File: src/rtl/mhf_pkg.sv
`timescale 1ns/1ps
package mhf_pkg;

    typedef enum logic [1:0] {
        ST_IDLE = 2'd0,
        ST_ADDR = 2'd1,
        ST_HELD = 2'd2
    } mhf_state_e;

    // One byte through a reflected CRC, bit 0 of the byte first.
    function automatic logic [31:0] crc_refl_byte(
        input logic [31:0] crc_in,
        input logic [7:0]  data,
        input logic [31:0] poly
    );
        logic [31:0] c;
        c = crc_in;
        for (int j = 0; j < 8; j++) begin
            if (c[0] ^ data[j]) c = (c >> 1) ^ poly;
            else                c = c >> 1;
        end
        return c;
    endfunction

endpackage

File: src/rtl/mhf_crc_acc.sv
`timescale 1ns/1ps
module mhf_crc_acc #(
    parameter logic [31:0] POLY   = 32'hEDB88320,
    parameter int          HASH_W = 6
) (
    input  logic              clk,
    input  logic              rst_n,
    input  logic              start,
    input  logic              step,
    input  logic [7:0]        data,
    output logic [HASH_W-1:0] hash_nx
);
    logic [31:0] crc_q;
    logic [31:0] seed;
    logic [31:0] crc_nx;

    always_comb begin
        seed   = start ? 32'hFFFF_FFFF : crc_q;
        crc_nx = mhf_pkg::crc_refl_byte(seed, data, POLY);
    end

    always_ff @(posedge clk or negedge rst_n) begin
        if (!rst_n)    crc_q <= 32'hFFFF_FFFF;
        else if (step) crc_q <= crc_nx;
    end

    assign hash_nx = crc_nx[31 -: HASH_W];
endmodule

File: src/rtl/mhf_mask_bank.sv
`timescale 1ns/1ps
module mhf_mask_bank #(
    parameter  int WORD_W     = 16,
    parameter  int MASK_WORDS = 4,
    localparam int SEL_W      = (MASK_WORDS > 1) ? $clog2(MASK_WORDS) : 1,
    localparam int MASK_BITS  = WORD_W * MASK_WORDS
) (
    input  logic                 clk,
    input  logic                 rst_n,
    input  logic                 wr_allow,
    input  logic                 wr_en,
    input  logic [SEL_W-1:0]     wr_sel,
    input  logic [WORD_W-1:0]    wr_data,
    output logic [MASK_BITS-1:0] mask_flat
);
    for (genvar g = 0; g < MASK_WORDS; g++) begin : g_word
        logic [WORD_W-1:0] word_q;

        always_ff @(posedge clk or negedge rst_n) begin
            if (!rst_n)
                word_q <= '0;
            else if (wr_allow && wr_en && (wr_sel == SEL_W'(g)))
                word_q <= wr_data;
        end

        assign mask_flat[g*WORD_W +: WORD_W] = word_q;
    end
endmodule

File: src/rtl/mhf_verdict.sv
`timescale 1ns/1ps
module mhf_verdict #(
    parameter int MASK_BITS = 64,
    parameter int HASH_W    = 6
) (
    input  logic [MASK_BITS-1:0] mask_flat,
    input  logic [HASH_W-1:0]    hash,
    input  logic                 group,
    input  logic                 hash_en,
    input  logic                 all_multi,
    input  logic                 promisc,
    output logic                 accept
);
    logic mask_hit;
    logic group_pass;

    always_comb begin
        mask_hit   = mask_flat[hash];
        group_pass = group && hash_en && (all_multi || mask_hit);
        accept     = promisc || group_pass;
    end
endmodule

File: src/rtl/mcast_hash_filter.sv
`timescale 1ns/1ps
module mcast_hash_filter #(
    parameter  int          ADDR_BYTES = 6,
    parameter  int          WORD_W     = 16,
    parameter  int          MASK_WORDS = 4,
    parameter  logic [31:0] CRC_POLY   = 32'hEDB88320,
    localparam int          SEL_W      = (MASK_WORDS > 1) ? $clog2(MASK_WORDS) : 1,
    localparam int          MASK_BITS  = WORD_W * MASK_WORDS,
    localparam int          HASH_W     = $clog2(MASK_BITS),
    localparam int          CNT_W      = $clog2(ADDR_BYTES + 1)
) (
    input  logic              clk,
    input  logic              rst_n,
    input  logic              rx_en,
    input  logic              hash_en,
    input  logic              all_multi,
    input  logic              promisc,
    input  logic              mask_wr_en,
    input  logic [SEL_W-1:0]  mask_wr_sel,
    input  logic [WORD_W-1:0] mask_wr_data,
    input  logic              byte_valid,
    input  logic              sof,
    input  logic [7:0]        byte_data,
    output logic              decision_valid,
    output logic              decision_accept
);
    import mhf_pkg::*;

    mhf_state_e         state_q, state_d;
    logic [CNT_W-1:0]   cnt_q;
    logic               group_q;
    logic               take, is_sof, addr_byte, last_byte, crc_step;
    logic [HASH_W-1:0]  hash_nx;
    logic [MASK_BITS-1:0] mask_flat;
    logic               verdict;

    always_comb begin
        take      = byte_valid && rx_en;
        is_sof    = take && sof;
        addr_byte = (state_q == ST_ADDR) && take && !sof;
        last_byte = addr_byte && (cnt_q == CNT_W'(ADDR_BYTES - 1));
        crc_step  = is_sof || addr_byte;
    end

    // Next-state logic
    always_comb begin
        state_d = state_q;
        unique case (state_q)
            ST_IDLE: if (is_sof) state_d = ST_ADDR;           // T_START
            ST_ADDR: begin
                if (!rx_en)         state_d = ST_IDLE;        // T_ABORT
                else if (is_sof)    state_d = ST_ADDR;        // T_RESTART
                else if (last_byte) state_d = ST_HELD;        // T_DECIDE
            end
            ST_HELD: if (is_sof) state_d = ST_ADDR;           // T_NEXT
            default: state_d = ST_IDLE;
        endcase
    end

    // State register and address bookkeeping
    always_ff @(posedge clk or negedge rst_n) begin
        if (!rst_n) begin
            state_q <= ST_IDLE;
            cnt_q   <= '0;
            group_q <= 1'b0;
        end else begin
            state_q <= state_d;
            if (is_sof) begin
                cnt_q   <= CNT_W'(1);
                group_q <= byte_data[0];
            end else if (addr_byte) begin
                cnt_q <= cnt_q + CNT_W'(1);
            end
        end
    end

    // Output register
    always_ff @(posedge clk or negedge rst_n) begin
        if (!rst_n) begin
            decision_valid  <= 1'b0;
            decision_accept <= 1'b0;
        end else if (is_sof) begin
            decision_valid  <= 1'b0;
            decision_accept <= 1'b0;
        end else if (last_byte) begin
            decision_valid  <= 1'b1;
            decision_accept <= verdict;
        end
    end

    mhf_crc_acc #(
        .POLY   (CRC_POLY),
        .HASH_W (HASH_W)
    ) u_crc (
        .clk     (clk),
        .rst_n   (rst_n),
        .start   (is_sof),
        .step    (crc_step),
        .data    (byte_data),
        .hash_nx (hash_nx)
    );

    mhf_mask_bank #(
        .WORD_W     (WORD_W),
        .MASK_WORDS (MASK_WORDS)
    ) u_mask (
        .clk       (clk),
        .rst_n     (rst_n),
        .wr_allow  (!rx_en),
        .wr_en     (mask_wr_en),
        .wr_sel    (mask_wr_sel),
        .wr_data   (mask_wr_data),
        .mask_flat (mask_flat)
    );

    mhf_verdict #(
        .MASK_BITS (MASK_BITS),
        .HASH_W    (HASH_W)
    ) u_verdict (
        .mask_flat (mask_flat),
        .hash      (hash_nx),
        .group     (group_q),
        .hash_en   (hash_en),
        .all_multi (all_multi),
        .promisc   (promisc),
        .accept    (verdict)
    );
endmodule

File: config.mk
export PLATFORM = sky130hd
export DESIGN_NAME = mcast_hash_filter
export DESIGN_NICKNAME = d
export VERILOG_FILES = /design/src/rtl/mhf_pkg.sv /design/src/rtl/mhf_crc_acc.sv /design/src/rtl/mhf_mask_bank.sv /design/src/rtl/mhf_verdict.sv /design/src/rtl/mcast_hash_filter.sv
export SDC_FILE = /design/constraint.sdc
export NUM_CORES = 1
export LEC_CHECK = 0
export ABC_AREA = 1
export BUFFER_PORTS_ARGS = -buffer_cell sky130_fd_sc_hd__buf_4
export CORE_UTILIZATION = 45
export DETAILED_ROUTE_END_ITERATION = 10
export MAX_ROUTING_LAYER = met4
export PLACE_DENSITY = 0.66
export SLEW_MARGIN = 10
export SYNTH_ARGS = -nofsm -noshare
export SYNTH_HDL_FRONTEND = slang
export SYNTH_HIERARCHICAL = 1
export SYNTH_SLANG_ARGS = --single-unit
File: constraint.sdc
create_clock -name clk -period 3.85 [get_ports clk]
set_input_delay 0.5775 -clock clk [delete_from_list [all_inputs] [get_ports clk]]
set_output_delay 0.5775 -clock clk [all_outputs]
set_load 0.1 [all_outputs]
==> impl_metrics.prom <==
# TYPE chip_impl_metric gauge
chip_impl_metric{name="clock-skew-final",unit="ns"} 0.01245
chip_impl_info{name="dominantRegCellSynth",value="dfrtp_1"} 1
chip_impl_metric{name="critical-path-max-stage-delay",unit="ns"} 0.27
chip_impl_info{name="grt_setup_unrepaired",value="false"} 1
chip_impl_info{name="path_common_cell",value="nand2_1"} 1
chip_impl_metric{name="fmaxAchievable",unit="MHz"} 307.2
chip_impl_metric{name="drt_drc_violations_left",unit=""} 0
chip_impl_metric{name="detail_route.wirelength",unit="mm"} 16.22
chip_impl_metric{name="timing.final.hold_violations",unit=""} 0
chip_impl_metric{name="timing.final.max_slew_violations",unit=""} 0
chip_impl_metric{name="initial_utilization",unit="%"} 46.15
chip_impl_metric{name="proportion_of_synthesized_chip_area_in_sequential_cells",unit="%"} 41.25
chip_impl_metric{name="detailroute.via_count",unit=""} 5642
chip_impl_metric{name="cts_buffers",unit=""} 9
chip_impl_metric{name="grt_pass1_wl",unit="mm"} 27.14
chip_impl_metric{name="yosys.area.top_type_share",unit="%"} 28.13
chip_impl_metric{name="synth_enable_flop_cells",unit=""} 0
chip_impl_metric{name="power.internal",unit="mW"} 3.017
chip_impl_info{name="status",value="complete, no violations"} 1
chip_impl_metric{name="flow.area_growth_from_synthesis",unit="%"} 9.512
chip_impl_metric{name="grt.total_usage",unit="%"} 24.41
chip_impl_metric{name="netlist_area",unit="mm2"} 0.006406
chip_impl_metric{name="cts_htree_levels",unit=""} 3
chip_impl_metric{name="drt-initial-drc-count",unit=""} 461
chip_impl_metric{name="cts_num_sinks",unit=""} 104
chip_impl_metric{name="ys_async_sr_fraction",unit="%"} 100.0
chip_impl_info{name="tritoncts",value="done"} 1
chip_impl_info{name="min-delay-path-class",value="in -> async"} 1
chip_impl_metric{name="clkLatencyLatePin",unit="ns"} 0.36
chip_impl_metric{name="n_antenna_cell",unit=""} 0
chip_impl_info{name="crit_slowest_cell",value="nor2_4"} 1
chip_impl_metric{name="sw_frac_of_total",unit="%"} 45.75
chip_impl_metric{name="postSynthCellCount",unit=""} 892
chip_impl_metric{name="drtPass1Iterations",unit=""} 6
chip_impl_metric{name="ant_nets",unit=""} 0
chip_impl_metric{name="design.final.nets",unit=""} 951
chip_impl_metric{name="postSynthRegisterBits",unit=""} 104
chip_impl_metric{name="placement.io_buffers",unit=""} 36
chip_impl_metric{name="cts_repair_resize_count",unit=""} 0
chip_impl_metric{name="placement_rows",unit=""} 43
chip_impl_metric{name="gp_routability_congestion",unit=""} 0.8534
chip_impl_metric{name="seq_power_share",unit="%"} 30.6
chip_impl_metric{name="chipWidth",unit="um"} 121.3
chip_impl_info{name="endpoint_kind",value="register"} 1
chip_impl_metric{name="wire_per_inst",unit="um"} 14.76
chip_impl_metric{name="vdd_ir_drop_max",unit="mV"} 0.4218
chip_impl_metric{name="library_cells_used_by_synthesis",unit=""} 37
chip_impl_metric{name="max-cap-violations",unit=""} 0
chip_impl_metric{name="postCtsSetupBuffers",unit=""} 0
chip_impl_metric{name="power.density_cell_area",unit="mW/mm2"} 792.7
chip_impl_metric{name="via_per_inst",unit=""} 5.134
chip_impl_info{name="cell_accounting_for_the_most_synthesized_area",value="dfrtp_1"} 1
chip_impl_metric{name="synthesis.area_per_instance",unit="um2"} 7.182
chip_impl_metric{name="worst_max_slew_pin_slew",unit="ns"} 0.5870
chip_impl_metric{name="clock_power_share",unit="%"} 15.8
chip_impl_metric{name="antenna_found_initial",unit=""} 0
chip_impl_metric{name="min_period_over_period",unit="%"} 84.54
chip_impl_info{name="ctsRootBufferMaster",value="clkbuf_16"} 1
chip_impl_metric{name="fin_crit",unit="ns"} 3.255
chip_impl_metric{name="cts_hold_buf",unit=""} 0
chip_impl_info{name="critPathLaunchType",value="primary input"} 1
chip_impl_metric{name="final-setup-viol-count",unit=""} 0
chip_impl_metric{name="required",unit="ns"} 4.16
chip_impl_metric{name="fp.dieH",unit="um"} 121.3
chip_impl_info{name="criticalPathCategory",value="in -> reg"} 1
chip_impl_metric{name="cts.reportedPaths.clkPinSlew",unit="ns"} 0.08
chip_impl_metric{name="synthesis.nets",unit=""} 929
chip_impl_metric{name="power.combinational.fraction",unit="%"} 53.6
chip_impl_metric{name="num_io_pins",unit=""} 37
chip_impl_info{name="largest_cells_by_area_after_synthesis",value="dfrtp_1 28%, nand2_1 24%, dfstp_2 13%"} 1
chip_impl_metric{name="fp.dieArea",unit="mm2"} 0.01472
chip_impl_metric{name="critPathMaxFanout",unit=""} 33
chip_impl_metric{name="arrival_time_worst_endpoint",unit="ns"} 3.57
chip_impl_metric{name="cts-root-to-sink-buffers",unit=""} 2
chip_impl_metric{name="vias_in_the_first_global_route",unit=""} 5274
chip_impl_metric{name="setup_tns",unit="ns"} 0
chip_impl_metric{name="net-switching-power",unit="mW"} 2.544
chip_impl_metric{name="max-slew-margin-rel",unit="%"} 60.86
chip_impl_metric{name="grt_max_degree",unit=""} 105
chip_impl_metric{name="place.detailed.hpwl",unit="mm"} 11.06
chip_impl_metric{name="hold_slack",unit="ns"} 0.2715
chip_impl_metric{name="yosysWarningCount",unit=""} 6
chip_impl_metric{name="filler_cell_count",unit=""} 1396
chip_impl_metric{name="grt.overflow.total",unit=""} 0
chip_impl_metric{name="fraction_of_final_layout_cells_sized_beyond_drive_strength_1",unit="%"} 15.67
chip_impl_metric{name="power.leakage",unit="nW"} 3.679
chip_impl_metric{name="placeableCoreArea",unit="mm2"} 0.01388
==> cell type report <==
type                       instances  area, um2  area share [%]
timing repair buffer              52      415.4           5.921
sequential                       104       2643           37.67
inverter                          47      186.4           2.657
multi-input combinational        700       3271           46.62
clock buffer                      10      229.0           3.264
clock inverter                     6      46.29          0.6599
tap                              180      225.2           3.210
==> flip-flops by register name, summed over array words and instances (netlist names) <==
register	flops
decision_accept	1
state_q	2
decision_valid	1
u_mask/g_word.word_q	64
cnt_q	3
u_crc/crc_q	32
group_q	1
==> cells in the mapped netlist, types with 2 or more instances <==
library cell    n
o21ai_1         6
ha_1            2
buf_2           8
nor2_4          5
and2_1          3
xnor2_1        13
inv_2           5
o21ai_0        18
nand2_4         7
clkbuf_1        6
nand3b_1        3
nand3_1       139
nor2_2          4
inv_4           2
nand2_2        13
nor2_1         48
a31oi_1         2
buf_4          16
nand2_1       406
dfstp_2        32
inv_1          39
buf_6          11
xor2_1         19
dfrtp_1        72
==> stage by stage <==
stage	total power [mW]	util (%)	setup WS (ns)	std cells	instance area (um2)
3_5_place_dp	4.665	48.56	0.2537	1083	6740
6_report	5.561	50.54	0.5952	1099	7015
4_1_cts	5.561	50.54	0.6228	1099	7015
2_1_floorplan	4.113	-	0.7968	892	6406
3_3_place_gp	4.638	48.56	0.2981	1083	6740
5_1_grt	6.053	50.54	0.2151	1099	7015
==> routing by layer <==
| layer | vias up | global-route usage (%) | routed length (um) |
|---|---|---|---|
| met2 | 123 | 35.33 | 7249 |
| met1 | 2658 | 35.20 | 8053 |
| met3 | 24 | 2.867 | 624 |
| met4 | 0 | 8.333 | 297 |
| li1 | 2837 | - | - |
| met5 | - | - | 0 |
==> worst max-delay path, delay by kind of cell <==
family	cells	cell delay, ns
and+or+nand+nor	23	2.37
buffers and inverters	4	0.61
==> cells by family (layout without fill, tap and decap cells) <==
logic type | Yosys count | in the layout | synth area share, %
AND/OR/NAND/NOR | 633 | 633 | 42.73
flip-flops | 104 | 104 | 41.25
buffers and inverters | 88 | 115 | 7.695
XOR/XNOR | 35 | 35 | 5.313
AO/OA/AOI/OAI | 30 | 30 | 2.617
adder cells (fa/ha/maj) | 2 | 2 | 0.3906
==> worst paths after layout <==
check	end	slack, ns	start	depth (start not counted)
min reg2reg	u_crc/crc_q[17]	0.47	u_crc/crc_q[17]	2
min in group clk	u_mask/g_word[3].word_q[14]	0.45	mask_wr_data[14]	3
min	decision_accept	0.27	rst_n	2
max reg2reg	decision_accept	0.85	u_crc/crc_q[7]	24
max in group asynchronous	u_mask/g_word[2].word_q[13]	3.14	rst_n	2
max	decision_accept	0.60	rx_en	27
==> layout by cell type, fill, tap and decap left out, drive strengths merged <==
cell | synthesis | routed
a21oi | 2 | 2
a31oi | 2 | 2
and2 | 3 | 3
buf | 35 | 52
clkbuf | 6 | 10
clkinv | 0 | 4
clkinvlp | 0 | 1
dfrtp | 72 | 72
dfstp | 32 | 32
ha | 2 | 2
inv | 47 | 48
nand2 | 426 | 426
nand3 | 140 | 140
nand3b | 3 | 3
nand4 | 1 | 1
nor2 | 58 | 58
nor3 | 1 | 1
o21ai | 25 | 25
o22ai | 1 | 1
or2 | 1 | 1
xnor2 | 15 | 15
xor2 | 20 | 20
==> power groups by stage <==
| stage | clock network, mW | registers (mW) | logic (mW) |
|---|---|---|---|
| after CTS | 0.891 | 1.70 | 2.97 |
| after global placement | 0 | 1.72 | 2.92 |
| final | 0.880 | 1.70 | 2.98 |
| after detailed placement | 0 | 1.71 | 2.95 |
| after floorplan | 0 | 1.65 | 2.46 |
| after global routing | 0.934 | 1.74 | 3.38 |
(Power assumes the default switching activity.)
